File: src/rtl/dma_chan_pkg.sv
package dma_chan_pkg;

    typedef enum logic [2:0] {
        ST_IDLE,
        ST_RD,
        ST_RD_WT,
        ST_WR,
        ST_WR_WT
    } seq_st_e;

    typedef enum logic [1:0] {
        AM_FIXED = 2'b00,
        AM_INC   = 2'b01,
        AM_DEC   = 2'b10,
        AM_RSVD  = 2'b11
    } amode_e;

    // packed MSB first: configuration word bits [11:1]
    typedef struct packed {
        logic   dst_nowait;
        logic   src_nowait;
        logic   hi_lane;
        logic   unit8;
        logic   io_to_mem;
        logic   one_bus;
        logic   single;
        amode_e dst_mode;
        amode_e src_mode;
    } chan_cfg_t;

    localparam int CFG_W = $bits(chan_cfg_t);

    localparam logic [1:0] SEL_SRC = 2'd0;
    localparam logic [1:0] SEL_DST = 2'd1;
    localparam logic [1:0] SEL_CNT = 2'd2;
    localparam logic [1:0] SEL_CFG = 2'd3;

endpackage

File: src/rtl/dma_chan_regs.sv
module dma_chan_regs
    import dma_chan_pkg::*;
#(
    parameter int AW = 24
) (
    input  logic          clk,
    input  logic          rst_n,
    input  logic          wr_en,
    input  logic [1:0]    wr_sel,
    input  logic [AW-1:0] wr_data,
    input  logic          upd_en,
    input  logic [AW-1:0] upd_src,
    input  logic [AW-1:0] upd_dst,
    input  logic [AW-1:0] upd_cnt,
    output logic [AW-1:0] src_q,
    output logic [AW-1:0] dst_q,
    output logic [AW-1:0] cnt_q,
    output chan_cfg_t     cfg_q,
    output logic          en_q
);

    localparam int NREG = 3;

    typedef struct packed {
        logic [AW-1:0]   src;
        logic [AW-1:0]   dst;
        logic [AW-1:0]   cnt;
        chan_cfg_t       cfg;
        logic            en;
        logic [NREG-1:0] loaded;
    } regs_t;

    regs_t r_d, r_q;

    always_comb begin
        r_d = r_q;
        if (wr_en && !r_q.en) begin
            case (wr_sel)
                SEL_SRC: begin
                    r_d.src       = wr_data;
                    r_d.loaded[0] = 1'b1;
                end
                SEL_DST: begin
                    r_d.dst       = wr_data;
                    r_d.loaded[1] = 1'b1;
                end
                SEL_CNT: begin
                    r_d.cnt       = wr_data;
                    r_d.loaded[2] = 1'b1;
                end
                default: begin
                    r_d.cfg = chan_cfg_t'(wr_data[CFG_W:1]);
                    if (wr_data[0] && (&r_q.loaded) && (r_q.cnt != '0)) begin
                        r_d.en = 1'b1;
                    end
                end
            endcase
        end
        if (upd_en && r_q.en) begin
            r_d.src = upd_src;
            r_d.dst = upd_dst;
            r_d.cnt = upd_cnt;
            if (upd_cnt == '0) begin
                r_d.en     = 1'b0;
                r_d.loaded = '0;
            end
        end
    end

    always_ff @(posedge clk) begin
        if (!rst_n) begin
            r_q <= '0;
        end else begin
            r_q <= r_d;
        end
    end

    assign src_q = r_q.src;
    assign dst_q = r_q.dst;
    assign cnt_q = r_q.cnt;
    assign cfg_q = r_q.cfg;
    assign en_q  = r_q.en;

endmodule

File: src/rtl/dma_chan_step.sv
module dma_chan_step
    import dma_chan_pkg::*;
#(
    parameter int AW = 24
) (
    input  logic [AW-1:0] addr_i,
    input  amode_e        mode_i,
    input  logic          unit8_i,
    output logic [AW-1:0] addr_o
);

    logic [AW-1:0] stride;

    always_comb begin
        stride = unit8_i ? AW'(1) : AW'(2);
        case (mode_i)
            AM_INC:  addr_o = addr_i + stride;
            AM_DEC:  addr_o = addr_i - stride;
            default: addr_o = addr_i;
        endcase
    end

endmodule

File: src/rtl/dma_chan_seq.sv
module dma_chan_seq
    import dma_chan_pkg::*;
#(
    parameter int AW = 24,
    parameter int DW = 16
) (
    input  logic            clk,
    input  logic            rst_n,
    input  logic            en_i,
    input  logic            req_i,
    input  logic            single_i,
    input  logic            one_bus_i,
    input  logic            io_to_mem_i,
    input  logic            unit8_i,
    input  logic            hi_lane_i,
    input  logic            src_nowait_i,
    input  logic            dst_nowait_i,
    input  logic [AW-1:0]   src_i,
    input  logic [AW-1:0]   dst_i,
    input  logic [AW-1:0]   cnt_i,
    input  logic [AW-1:0]   src_nxt_i,
    input  logic [AW-1:0]   dst_nxt_i,
    input  logic [DW-1:0]   rdata_i,
    output logic            bus_cyc_o,
    output logic            bus_we_o,
    output logic [AW-1:0]   bus_addr_o,
    output logic [DW/8-1:0] bus_be_o,
    output logic [DW-1:0]   bus_wdata_o,
    output logic            io_ack_o,
    output logic            upd_en_o,
    output logic [AW-1:0]   upd_src_o,
    output logic [AW-1:0]   upd_dst_o,
    output logic [AW-1:0]   upd_cnt_o,
    output logic            done_o
);

    localparam int BE_W = DW / 8;

    typedef struct packed {
        seq_st_e       st;
        logic [DW-1:0] data;
        logic          done;
    } seq_t;

    seq_t s_d, s_q;

    logic          src_used, dst_used;
    logic          rd_last, wr_last, unit_end;
    logic [AW-1:0] bytes, cnt_nxt;
    seq_st_e       first_st;

    always_comb begin
        src_used = !(one_bus_i && io_to_mem_i);
        dst_used = !(one_bus_i && !io_to_mem_i);
        first_st = src_used ? ST_RD : ST_WR;
        bytes    = unit8_i ? AW'(1) : AW'(2);
        cnt_nxt  = (cnt_i > bytes) ? (cnt_i - bytes) : '0;
        rd_last  = (s_q.st == ST_RD && src_nowait_i) || (s_q.st == ST_RD_WT);
        wr_last  = (s_q.st == ST_WR && dst_nowait_i) || (s_q.st == ST_WR_WT);
        unit_end = wr_last || (rd_last && !dst_used);
    end

    always_comb begin
        s_d      = s_q;
        s_d.done = 1'b0;
        case (s_q.st)
            ST_IDLE:  if (en_i && req_i) s_d.st = first_st;
            ST_RD:    s_d.st = src_nowait_i ? (dst_used ? ST_WR : ST_IDLE) : ST_RD_WT;
            ST_RD_WT: s_d.st = dst_used ? ST_WR : ST_IDLE;
            ST_WR:    s_d.st = dst_nowait_i ? ST_IDLE : ST_WR_WT;
            default:  s_d.st = ST_IDLE;
        endcase
        if (rd_last) begin
            s_d.data = rdata_i;
        end
        if (unit_end) begin
            if (cnt_nxt == '0) begin
                s_d.done = 1'b1;
                s_d.st   = ST_IDLE;
            end else if (!single_i) begin
                s_d.st = first_st;
            end
        end
    end

    always_ff @(posedge clk) begin
        if (!rst_n) begin
            s_q <= '{st: ST_IDLE, data: '0, done: 1'b0};
        end else begin
            s_q <= s_d;
        end
    end

    always_comb begin
        bus_cyc_o   = (s_q.st != ST_IDLE);
        bus_we_o    = (s_q.st == ST_WR) || (s_q.st == ST_WR_WT);
        bus_addr_o  = bus_we_o ? dst_i : src_i;
        bus_wdata_o = one_bus_i ? '0 : s_q.data;
        io_ack_o    = one_bus_i && bus_cyc_o;
        if (!unit8_i) begin
            bus_be_o = '1;
        end else if (hi_lane_i) begin
            bus_be_o = BE_W'(1) << (BE_W - 1);
        end else begin
            bus_be_o = BE_W'(1);
        end
    end

    assign upd_en_o  = unit_end;
    assign upd_src_o = src_used ? src_nxt_i : src_i;
    assign upd_dst_o = dst_used ? dst_nxt_i : dst_i;
    assign upd_cnt_o = cnt_nxt;
    assign done_o    = s_q.done;

endmodule

File: src/rtl/dma_chan.sv
module dma_chan
    import dma_chan_pkg::*;
#(
    parameter int AW = 24,
    parameter int DW = 16
) (
    input  logic            clk,
    input  logic            rst_n,
    input  logic            reg_we,
    input  logic [1:0]      reg_sel,
    input  logic [AW-1:0]   reg_wdata,
    input  logic            req,
    output logic            bus_cyc,
    output logic            bus_we,
    output logic [AW-1:0]   bus_addr,
    output logic [DW/8-1:0] bus_be,
    output logic [DW-1:0]   bus_wdata,
    input  logic [DW-1:0]   bus_rdata,
    output logic            io_ack,
    output logic            done,
    output logic            chan_en
);

    localparam int NSIDE = 2;

    logic [AW-1:0] src_q, dst_q, cnt_q;
    chan_cfg_t     cfg_q;
    logic          upd_en;
    logic [AW-1:0] upd_src, upd_dst, upd_cnt;
    logic [AW-1:0] side_cur [NSIDE];
    logic [AW-1:0] side_nxt [NSIDE];
    amode_e        side_mode [NSIDE];

    dma_chan_regs #(.AW(AW)) u_regs (
        .clk     (clk),
        .rst_n   (rst_n),
        .wr_en   (reg_we),
        .wr_sel  (reg_sel),
        .wr_data (reg_wdata),
        .upd_en  (upd_en),
        .upd_src (upd_src),
        .upd_dst (upd_dst),
        .upd_cnt (upd_cnt),
        .src_q   (src_q),
        .dst_q   (dst_q),
        .cnt_q   (cnt_q),
        .cfg_q   (cfg_q),
        .en_q    (chan_en)
    );

    assign side_cur[0]  = src_q;
    assign side_cur[1]  = dst_q;
    assign side_mode[0] = cfg_q.src_mode;
    assign side_mode[1] = cfg_q.dst_mode;

    for (genvar g = 0; g < NSIDE; g++) begin : g_side
        dma_chan_step #(.AW(AW)) u_step (
            .addr_i  (side_cur[g]),
            .mode_i  (side_mode[g]),
            .unit8_i (cfg_q.unit8),
            .addr_o  (side_nxt[g])
        );
    end

    dma_chan_seq #(.AW(AW), .DW(DW)) u_seq (
        .clk          (clk),
        .rst_n        (rst_n),
        .en_i         (chan_en),
        .req_i        (req),
        .single_i     (cfg_q.single),
        .one_bus_i    (cfg_q.one_bus),
        .io_to_mem_i  (cfg_q.io_to_mem),
        .unit8_i      (cfg_q.unit8),
        .hi_lane_i    (cfg_q.hi_lane),
        .src_nowait_i (cfg_q.src_nowait),
        .dst_nowait_i (cfg_q.dst_nowait),
        .src_i        (src_q),
        .dst_i        (dst_q),
        .cnt_i        (cnt_q),
        .src_nxt_i    (side_nxt[0]),
        .dst_nxt_i    (side_nxt[1]),
        .rdata_i      (bus_rdata),
        .bus_cyc_o    (bus_cyc),
        .bus_we_o     (bus_we),
        .bus_addr_o   (bus_addr),
        .bus_be_o     (bus_be),
        .bus_wdata_o  (bus_wdata),
        .io_ack_o     (io_ack),
        .upd_en_o     (upd_en),
        .upd_src_o    (upd_src),
        .upd_dst_o    (upd_dst),
        .upd_cnt_o    (upd_cnt),
        .done_o       (done)
    );

endmodule

File: config.mk
export PLATFORM = sky130hd
export DESIGN_NAME = dma_chan
export DESIGN_NICKNAME = d
export VERILOG_FILES = /design/src/rtl/dma_chan_pkg.sv /design/src/rtl/dma_chan_regs.sv /design/src/rtl/dma_chan_step.sv /design/src/rtl/dma_chan_seq.sv /design/src/rtl/dma_chan.sv
export SDC_FILE = /design/constraint.sdc
export NUM_CORES = 1
export LEC_CHECK = 0
export BUFFER_PORTS_ARGS = -buffer_cell sky130_fd_sc_hd__buf_2
export CAP_MARGIN = 20
export CORE_MARGIN = 1.5
export CORE_UTILIZATION = 30
export CTS_BUF_LIST = sky130_fd_sc_hd__clkbuf_8
export CTS_CLUSTER_DIAMETER = 40
export DETAILED_ROUTE_END_ITERATION = 10
export PLACE_DENSITY_LB_ADDON = 0.05
export RECOVER_POWER = 25
export SLEW_MARGIN = 40
export SYNTH_ARGS = -nofsm -noshare
export SYNTH_HDL_FRONTEND = slang
export SYNTH_SLANG_ARGS = --single-unit
File: constraint.sdc
create_clock -name clk -period 7.55 [get_ports clk]
set_input_delay 1.1325 -clock clk [delete_from_list [all_inputs] [get_ports clk]]
set_output_delay 1.1325 -clock clk [all_outputs]
set_load 0.05 [all_outputs]
* Word level (Yosys, flattened, before mapping)
Index checks and enable logic that the tools add are counted.
** Word-level totals
- Latch bits :: 0
- Memory bits (writable) :: 0
- Input port bits :: 46
- Bits in registers :: 107
- Memories :: 0
- Word-level logic and storage cells :: 103
- Bits in read-only memories :: 0
** Operators by class
- Shift-type cells :: 0
- Add/sub/neg operators :: 5
- Div/mod/pow operators :: 0
- Bitwise operators :: 1
- Reduce and logical (&&, ||, !) cells :: 33
- Multiply operators :: 0
- Order comparisons :: 1
- Equal/unequal tests :: 14
- Mux-type cells :: 32
** Operators by type and width (number)
- two-way mux 24 bit :: 7
- case mux 24 bit (2 select lines) :: 2
- two-way mux 87 bit :: 1
- two-way mux 72 bit :: 1
- subtractor 24 bit :: 3
- adder 24 bit :: 2
- > comparator 24 bit :: 1
- logical NOT 24 bit :: 1
- nonzero test 24 bit :: 1
- two-way mux 3 bit :: 6
- two-way mux 16 bit :: 1
- two-way mux 12 bit :: 1
- case mux 3 bit (4 select lines) :: 1
- logical AND 1 bit :: 11
- two-way mux 2 bit :: 5
- two-way mux 4 bit :: 2
- AND reduction 4 bit :: 2
- nonzero test 2 bit :: 4
- == test 2 x 1 -> 1 bit, second input constant :: 3
- == test 2 bit, second input constant :: 3
- == test 3 x 2 -> 1 bit, second input constant :: 2
- inequality test 3 x 1 -> 1 bit, second input constant :: 2
- AND reduction 2 bit :: 3
- two-way mux 1 bit :: 5
- other kinds (11) :: 16

* Longest topological paths before layout
Gate-level depths: netlist (run 1).
- Word-level depth :: 8
- Gate-level depth with buffers :: 15

* By module
Synthesis (run 1) repeated with hierarchy kept, for this count alone.
** Second synthesis, totals
- Cell total of the unflattened synthesis :: 1454
- Area, all modules :: 10770.3 sq um
** By module, submodules not included
- dma_chan_regs :: cells an instance 524, area an instance 4352.9 sq um, seq. area each 1741.7 sq um, times used 1
- dma_chan_seq :: cells an instance 360, area an instance 2630.0 sq um, seq. area each 400.4 sq um, times used 1
- dma_chan_step at g_side[0].u_step :: cells an instance 287, area an instance 1948.1 sq um, seq. area each 0.0 sq um, times used 1
- dma_chan_step at g_side[1].u_step :: cells an instance 283, area an instance 1839.3 sq um, seq. area each 0.0 sq um, times used 1

* Worst setup path before layout (run 1)
No wires, ideal clock.
- Path type :: reg-to-reg
- Start point :: reg u_regs.r_q, in the netlist u_regs.cfg_q[3]
- End point :: reg u_regs.r_q, in the netlist u_regs.dst_q[16]
- Path slack :: 3697 ps
- Data arrival time :: 3779 ps
- Data required time :: 7476 ps
- Period minus slack after synthesis :: 3853 ps
- Setup time :: 74 ps
- Stages on the path, launching flop included :: 14
- Path buffers :: 0
- Path through :: dfxtp_1 nor2b_1 and2_1 inv_1 fa_1 nor2b_1 o21a_1 o21ai_0 a2bb2oi_1 a211oi_1 o21ai_0 a311oi_1 or3_1 a31oi_1
** Between the ends
- Longest elaborated chain between the ends :: 4
- Elaborated cells on any way between the ends :: 7
- Those cells by class :: eq/ne: 3; mux: 3; reduce/logical: 1
** Ends and longest elaborated chain
- start: declaration :: RTL line dma_chan_regs.sv:33 : regs_t r_d, r_q;
- start signal: assignment :: RTL line dma_chan_regs.sv:74 : r_q <= r_d;
- == test 2 bit / == test 2 x 1 -> 1 bit (equally long branches) :: RTL line dma_chan_step.sv:16 : case (mode_i)
- case mux 24 bit (2 select lines) :: RTL line dma_chan_step.sv:16
- two-way mux 24 bit :: RTL line dma_chan_seq.sv:111 : assign upd_dst_o = dst_used ? dst_nxt_i : dst_i;
- two-way mux 72 bit :: RTL line dma_chan_regs.sv:59 : if (upd_en && r_q.en) begin
Parallel ways exist; a longest one is shown, timed or not. The select of a mux whose other input is x is not followed.
A chain may end at the register's enable or synchronous reset.

==> results by group, run 1 <==
Status
  – Result of the run: finished with violations
  – Failing checks: capacitance limit, slew limit

Routing
  – Detailed-route DRC error count: 0
  – Final WL: 25.92 mm
  – Antenna Nets Post-Route: 0
  – Detailed-router iteration count before antenna repair: 5
  – Routed via count divided by cell count: 5.384
  – Total vias in the final route: 7,619
  – Wire length per cell after detailed routing: 18.32 um
  – Initial DRC count: 452

Setup path
  – Cell chain of the critical path: clkbuf_1 -> inv_1 -> clkbuf_1 -> or3_1 -> o21ai_1
  – Cell repeated most along the worst path: clkbuf_1
  – Critical path start-end classification: in -> reg
  – Master of the slowest instance on the critical path: clkbuf_1
  – Crit Reg-Reg Endpoint: u_regs.r_q[0]$_SDFF_PN0_
  – Startpoint Class: input port
  – Worst path required time: 7.90 ns
  – Crit path capture type: register
  – Top cell family by delay on the critical path: buffers and inverters
  – Depth of the worst register-to-register path: 12
  – Largest fanout of any net on the critical path: 44
  – Beginning of the worst register-to-register path: u_regs.cfg_q[7]$_SDFFE_PN0P_
  – Critical path arrival: 5.39 ns
  – Crit path buffers/inverters: 3
  – R2R setup slack: 3.62 ns
  – Crit-path max cell delay: 1.33 ns
  – Crit path depth: 5

Placement
  – Number of buffers added on ports: 92
  – Dpl hpwl: 19.01 mm
  – Final weighted congestion in routability-driven placement: 0.8059
  – Area after detailed placement: 8569 um2

Layout
  – Number of inserted filler cells in the final layout: 2,815
  – Area growth from synthesis to layout: 11.88%
  – Most frequent standard cell in the layout excluding fill and tap cells: dfxtp_1
  – Final cell area excluding filler cells: 8742 um2
  – Commonest non-fill, non-tap cells in the layout: 107 x dfxtp_1, 106 x nor2_1, 102 x nand2_1
  – Fraction of final layout cells sized beyond drive strength 1: 13.47%
  – Final cell utilization of the core: 34.42%
  – Final-stage net count: 1,176

Timing
  – Final setup violating endpoints: 0
  – Total negative slack for setup checks: 0 ns
  – Max Slew Vio Count: 126
  – Worst clock skew on the final layout: 0.02488 ns
  – Relative slew slack: -67.75%
  – Final critical path time including I/O delays and setup: 5.046 ns
  – Highest attainable clock frequency: 198.2 MHz
  – Setup repair after global routing missed its margin: false
  – Final Hold Viols: 0
  – Final Hold Slack: 0.4690 ns
  – Share of the clock period used by the worst path after layout: 66.84%
  – Worst-margin pin slew: 2.516 ns

Floorplanning
  – Die H: 164.4 um
  – Core outline area: 25,400 um2
  – I/O pin total: 93
  – Starting utilization of the core area: 30.76%
  – Row cnt: 58
  – Die X: 164.4 um
  – Die area: 27,020 um2

Pwr
  – Ratio of total power to cell area: 150.1 nW/um2
  – Leakage power total: 3.641 nW
  – Worst-case vdd ir drop: 0.05826 mV

Yosys
  – Fraction of registers with async set/reset: 0%
  – Synth unique cells: 66
  – Syn_nets: 1,127
  – Synth Cell Area: 7814 um2
  – Synthesis-stage register bit count: 107
  – Largest area contributor in the netlist: dfxtp_1
  – Number of instances in the synthesized netlist: 1,030
  – Portion of the post-synthesis area used by sequential elements: 27.41%
  – Synth Area per Inst: 7.586 um2
  – Synth warn: 0
  – Number of enable flip-flop cells after synthesis: 0
  – Yosys top cell area share: 27.41%
  – Synth Flop Type: dfxtp_1
  – Top cells by area, synth: dfxtp_1 27%, ha_1 7.7%, a21oi_1 6.2%, o21ai_0 5.5%, nor2_1 5.1%

GRT
  – Largest net degree at the start of global routing: 46
  – Global router's overall resource usage: 19.43%
  – Total gr overflow: 0
  – Antenna violations before repair: 0
  – Vias in the first global route: 7,306
  – First-pass GRT wire length: 40.67 mm

Worst hold path
  – Worst Hold Path EP: u_seq.s_q[19]$_SDFF_PN0_
  – Source of the worst hold timing path: u_regs.cfg_q[10]$_SDFFE_PN0P_
  – Class of the most critical hold timing path: reg -> reg
  – Hold path cells: 1

Clocking
  – Max H-tree Level: 3
  – Clock-pin transition on the worst setup and hold timing paths: 0.13 ns
  – Number of buffers inserted by post-CTS setup repair: 0
  – Total CTS buffers: 9
  – Clock root buffer: clkbuf_8
  – Number of clock sinks seen by CTS: 107
  – Number of hold buffers added after cts: 0
  – Clk Latency, worst-skew pair: 0.40 ns
  – CTS tree: yes
  – Maximum root-to-sink buffer count: 2
  – Cells resized by post-CTS repair: 0

Job
  – Count of max-cap constraint violations: 3
==> routing by layer <==
metal	global-route usage [%]	vias to the layer above	wire length [um]
met5	0	-	0
met4	4.013	0	187
met3	2.285	11	819
met2	30.99	124	11630
met1	28.04	3628	13280
li1	-	3856	-
==> area by class of cell <==
class | count | area [um2] | area share, %
antenna | 1 | 2.502 | 0.02862
multi-input combinational | 836 | 5374 | 61.47
timing repair buffer | 104 | 548.0 | 6.269
clock inverter | 7 | 60.06 | 0.6870
inverter | 21 | 78.83 | 0.9017
sequential | 107 | 2142 | 24.50
clock buffer | 9 | 123.9 | 1.417
tap | 330 | 412.9 | 4.723
==> where the power goes <==
part	internal (mW)	total [mW]	switching, mW
logic	0.112	0.332	0.220
registers	0.591	0.618	0.0264
clock network	0.127	0.363	0.237
==> cells by family after synthesis <==
| group | after synthesis | synth area share, % |
|---|---|---|
| muxes | 44 | 5.989 |
| adders and majority gates | 51 | 8.455 |
| AOI/OAI and AO/OA | 337 | 26.89 |
| and+or+nand+nor | 362 | 22.13 |
| DFF | 107 | 27.41 |
| buffers and inverters | 87 | 4.419 |
| xor gates and xnor gates | 42 | 4.708 |
==> per-stage QoR <==
step	total power, mW	worst slack, ns	std cells
after floorplan	0.8679	3.697	1030
after global placement	0.9663	3.772	1397
after detailed placement	0.9622	3.696	1398
after CTS	1.331	3.673	1414
after global routing	1.385	2.113	1414
final	1.312	2.504	1415
==> worst max path at each step <==
| stage | start | endpoint | slack (ns) |
|---|---|---|---|
| 3_3_place_gp | u_regs.cfg_q[3]$_SDFFE_PN0P_ | u_regs.dst_q[16]$_SDFFE_PN0P_ | 3.77 |
| 2_1_floorplan | u_regs.cfg_q[3]$_SDFFE_PN0P_ | u_regs.dst_q[16]$_SDFFE_PN0P_ | 3.70 |
| 4_1_cts | u_regs.cfg_q[7]$_SDFFE_PN0P_ | u_regs.r_q[0]$_SDFF_PN0_ | 3.67 |
| 3_5_place_dp | u_regs.cfg_q[7]$_SDFFE_PN0P_ | u_regs.r_q[0]$_SDFF_PN0_ | 3.70 |
| 5_1_grt | rst_n | u_seq.s_q[18]$_SDFF_PN0_ | 2.11 |
| 6_report | rst_n | u_seq.s_q[18]$_SDFF_PN0_ | 2.50 |
==> Yosys cell counts, drive strengths merged (4+ instances only) <==
cell type,instances
and2,7
o21bai,6
ha,48
inv,21
clkbuf,57
or4,4
nor2b,31
nand4,5
nand3,19
a221oi,7
o211ai,9
a211oi,7
mux2,22
o32ai,5
dfxtp,107
mux2i,22
or3,10
o31ai,6
nor2,106
nor3b,6
a311oi,8
nand2b,13
a22oi,10
a32oi,4
buf,9
a21oi,97
nor4,9
xor2,15
a21o,23
and3,5
xnor2,27
nand3b,5
a2111oi,4
nand2,103
o21ai,88
a31oi,30
nor3,33
o21a,8
o22ai,4
==> state kept, by name (all words and copies together), names as in the netlist <==
name          count
u_seq.s_q        19
u_seq.done_o      1
u_regs.cfg_q     11
u_regs.r_q        3
u_regs.cnt_q     24
u_regs.src_q     24
u_regs.en_q       1
u_regs.dst_q     24
Power figures use the tool's default switching activity.
==> run 2: changes to the inputs <==
--- a/config.mk
+++ b/config.mk
@@ -5,6 +5,7 @@
 export SDC_FILE = /design/constraint.sdc
 export NUM_CORES = 1
 export LEC_CHECK = 0
+export ABC_AREA = 1
 export BUFFER_PORTS_ARGS = -buffer_cell sky130_fd_sc_hd__buf_2
 export CAP_MARGIN = 20
 export CORE_MARGIN = 1.5
==> constraint.sdc (replaced) <==
create_clock -name clk -period 5.15 [get_ports clk]
set_input_delay 0.7725 -clock clk [delete_from_list [all_inputs] [get_ports clk]]
set_output_delay 0.7725 -clock clk [all_outputs]
set_load 0.05 [all_outputs]
==> run 2 against run 1 <==
The run still ends with capacitance limit, slew limit left. Total power is 46% higher. Global-route usage is 2.5 points higher. Cell area is 7.8% higher. Routed wire length is 23% higher. Count of clock-buffer cells in the layout is 1 higher. Sequential share of layout area is 1.8 points lower. Combinational power is 48% higher. Core utilization is 0.68 points lower. Via count is 18% higher. Sequential power is 44% higher.
==> results by group, run 2 <==
Yosys
  – Portion of the post-synthesis area used by sequential elements: 25.09% (was 27.41%)
  – Synthesis-stage register bit count: 107 (unchanged)
  – Most used standard cells in the synthesized netlist: 286 x nand2_1, 162 x inv_1, 154 x nor2_1 (was 107 x dfxtp_1, 106 x nor2_1, 102 x nand2_1)
  – Number of enable flip-flop cells after synthesis: 0 (unchanged)
  – Number of instances in the synthesized netlist: 1,356 (was 1,030)
  – Syn_nets: 1,453 (was 1,127)
  – Top cells by area, synth: dfxtp_1 25%, nand2_1 13%, a21oi_1 8.0%, inv_1 7.1%, ha_1 7.0% (was dfxtp_1 27%, ha_1 7.7%, a21oi_1 6.2%, o21ai_0 5.5%, nor2_1 5.1%)
  – Synth Cell Area: 8538 um2 (was 7814 um2)
  – Synth unique cells: 43 (was 66)
  – Largest area contributor in the netlist: dfxtp_1 (unchanged)
  – Fraction of registers with async set/reset: 0% (unchanged)
  – Synth Flop Type: dfxtp_1 (unchanged)
  – Synth warn: 0 (unchanged)
  – Yosys top cell area share: 25.09% (was 27.41%)
  – Top-count cell post-synth: nand2_1 (was dfxtp_1)
  – Synth Area per Inst: 6.297 um2 (was 7.586 um2)

Routing
  – Detailed-router iteration count before antenna repair: 5 (unchanged)
  – Antenna Nets Post-Route: 0 (unchanged)
  – Total vias in the final route: 9,001 (was 7,619)
  – Routed via count divided by cell count: 4.992 (was 5.384)
  – Detailed-route DRC error count: 0 (unchanged)
  – Initial DRC count: 594 (was 452)
  – Wire length per cell after detailed routing: 17.71 um (was 18.32 um)
  – Final WL: 31.94 mm (was 25.92 mm)

Floorplanning
  – I/O pin total: 93 (unchanged)
  – Die area: 29,480 um2 (was 27,020 um2)
  – Die H: 171.7 um (was 164.4 um)
  – Row cnt: 61 (was 58)
  – Core outline area: 27,930 um2 (was 25,400 um2)
  – Starting utilization of the core area: 30.57% (was 30.76%)
  – Die X: 171.7 um (was 164.4 um)

Worst hold path
  – Source of the worst hold timing path: u_seq.s_q[12]$_SDFFE_PN0N_ (was u_regs.cfg_q[10]$_SDFFE_PN0P_)
  – Worst Hold Path EP: u_seq.s_q[12]$_SDFFE_PN0N_ (was u_seq.s_q[19]$_SDFF_PN0_)
  – Class of the most critical hold timing path: reg -> reg (unchanged)
  – Hold path cells: 2 (was 1)

Layout
  – Area growth from synthesis to layout: 10.38% (was 11.88%)
  – Ant diodes: 0 (was 1)
  – Most frequent standard cell in the layout excluding fill and tap cells: nand2_1 (was dfxtp_1)
  – Final-stage net count: 1,518 (was 1,176)
  – Fraction of final layout cells sized beyond drive strength 1: 11.65% (was 13.47%)
  – Commonest non-fill, non-tap cells in the layout: 286 x nand2_1, 162 x inv_1, 151 x nor2_1 (was 107 x dfxtp_1, 106 x nor2_1, 102 x nand2_1)

Placement
  – Number of buffers added on ports: 92 (unchanged)
  – Final weighted congestion in routability-driven placement: 0.8438 (was 0.8059)
  – Dpl hpwl: 25.08 mm (was 19.01 mm)
  – Pre-CTS worst setup slack: 1.939 ns (was 3.696 ns)

Clocking
  – Number of hold buffers added after cts: 0 (unchanged)
  – Clk Latency, worst-skew pair: 0.42 ns (was 0.40 ns)
  – Max H-tree Level: 3 (unchanged)
  – Total CTS buffers: 9 (unchanged)
  – Number of clock sinks seen by CTS: 107 (unchanged)
  – Clock root buffer: clkbuf_8 (unchanged)
  – Number of buffers inserted by post-CTS setup repair: 0 (unchanged)
  – CTS tree: yes (unchanged)
  – Cells resized by post-CTS repair: 0 (unchanged)
  – Maximum root-to-sink buffer count: 2 (unchanged)
  – Clock-pin transition on the worst setup and hold timing paths: 0.13 ns (about the same)

GRT
  – Antenna violations before repair: 1 (was 0)
  – Vias in the first global route: 8,695 (was 7,306)
  – Global router's overall resource usage: 21.95% (was 19.43%)
  – First-pass GRT wire length: 49.17 mm (was 40.67 mm)
  – Largest net degree at the start of global routing: 75 (was 46)
  – Total gr overflow: 0 (unchanged)

Pwr
  – Worst-case vdd ir drop: 0.08476 mV (was 0.05826 mV)
  – Leakage power total: 4.489 nW (was 3.641 nW)
  – Ratio of total power to cell area: 203.5 nW/um2 (was 150.1 nW/um2)

Setup path
  – Crit Reg-Reg Endpoint: u_regs.dst_q[22]$_SDFFE_PN0P_ (was u_regs.r_q[0]$_SDFF_PN0_)
  – R2R setup slack: 1.91 ns (was 3.62 ns)
  – Critical path start-end classification: in -> reg (unchanged)
  – Critical path arrival: 4.32 ns (was 5.39 ns)
  – Crit path capture type: register (unchanged)
  – Beginning of the worst register-to-register path: u_regs.cfg_q[3]$_SDFFE_PN0P_ (was u_regs.cfg_q[7]$_SDFFE_PN0P_)
  – Startpoint Class: input port (unchanged)
  – Largest fanout of any net on the critical path: 74 (was 44)
  – Depth of the worst register-to-register path: 17 (was 12)
  – Worst path required time: 5.53 ns (was 7.90 ns)

Timing
  – Final Hold Viols: 0 (unchanged)
  – Final Hold Slack: 0.4606 ns (was 0.4690 ns)
  – Setup repair after global routing missed its margin: false (unchanged)
  – Final critical path time including I/O delays and setup: 3.948 ns
  – Worst clock skew on the final layout: 0.02571 ns (was 0.02488 ns)
  – Worst path setup slack after routing: 1.202 ns (was 2.504 ns)
  – Final setup violating endpoints: 0 (unchanged)
  – Total negative slack for setup checks: 0 ns (unchanged)
  – Worst-margin pin slew: 3.151 ns (was 2.516 ns)
  – Share of the clock period used by the worst path after layout: 76.66%
  – Max Slew Vio Count: 75 (was 126)
  – Highest attainable clock frequency: 253.3 MHz
  – Relative slew slack: -110.1% (was -67.75%)

Job
  – Count of max-cap constraint violations: 1 (was 3)

Status
  – Result of the run: finished with violations (unchanged)
  – Failing checks: capacitance limit, slew limit (unchanged)
-- run 2: cell types whose count changed in the layout (fill, tap and decap cells not counted), moves of 35 or more --
cell     change
o21ai_0     +35
nand2_1    +184
a21oi_1     +41
inv_1      +140
nor2_1      +45
nand3_1     +67
-- run 2: metal layers --
| metal | GRT usage, % | share of wire (%) |
|---|---|---|
| met1 | 28.41 | 46 |
| met5 | 0 | 0.031 |
| met3 | 3.451 | 4.5 |
| met2 | 38.43 | 48 |
| met4 | 4.195 | 1.2 |
-- run 2: cells by family (layout without fill, tap and decap cells) --
group                    Yosys count  in the layout  synth area share, %
adder cells (fa/ha/maj)           51             51                7.737
flip-flops                       107            107                25.09
multiplexers                      21             21                2.770
AND/OR/NAND/NOR                  606            606                30.58
buffers and inverters            216            285                10.68
XOR/XNOR                          20             20                2.052
AO/OA/AOI/OAI                    335            335                21.09
-- run 2: per-stage QoR --
step	instance area (um2)	cells	util, %	power, mW
2_1_floorplan	8538	1356	-	1.247
3_3_place_gp	9265	1788	33.17	1.400
5_1_grt	9424	1803	33.74	2.029
6_report	9424	1803	33.74	1.918
4_1_cts	9449	1803	33.83	1.939
3_5_place_dp	9265	1788	33.17	1.396
-- run 2: area by class of cell --
class / instances / area (um2)
repair buffers: 100 / 495.5
well taps: 378 / 473.0
clock buffers: 10 / 137.6
inverters: 170 / 638.1
fillers: 3207 / 18510
multi-input cells: 1033 / 5492
flip-flops and latches: 107 / 2142
clock inverters: 5 / 46.29
-- run 2: critical path: stages --
cell	delay, ns
buf_2	0.08
clkbuf_1	2.19
inv_1	0.54
buf_4	0.46
a21oi_1	0.16
nand2_1	0.06
inv_1	0.04
-- run 2: worst max-delay path by stage --
| stage | depth (start not counted) | slack [ns] | end | start |
|---|---|---|---|---|
| 6_report | 7 | 1.20 | u_regs.r_q[2]$_SDFF_PN0_ | rst_n |
| 5_1_grt | 7 | 0.76 | u_regs.r_q[1]$_SDFF_PN0_ | rst_n |
| 4_1_cts | 11 | 1.90 | u_regs.cnt_q[10]$_SDFFE_PN0P_ | u_regs.cfg_q[5]$_SDFFE_PN0P_ |
| 3_5_place_dp | 11 | 1.94 | u_regs.cnt_q[10]$_SDFFE_PN0P_ | u_regs.cfg_q[5]$_SDFFE_PN0P_ |
| 3_3_place_gp | 15 | 1.96 | u_regs.en_q$_SDFF_PN0_ | u_regs.cfg_q[7]$_SDFFE_PN0P_ |
| 2_1_floorplan | 16 | 2.02 | u_regs.src_q[12]$_SDFFE_PN0P_ | u_regs.cfg_q[1]$_SDFFE_PN0P_ |
-- run 2: where the power goes --
part,leakage (nW),switching (mW),internal (mW)
Clock,0.0952,0.343,0.196
Sequential,0.870,0.0309,0.856
Combinational,3.52,0.346,0.146
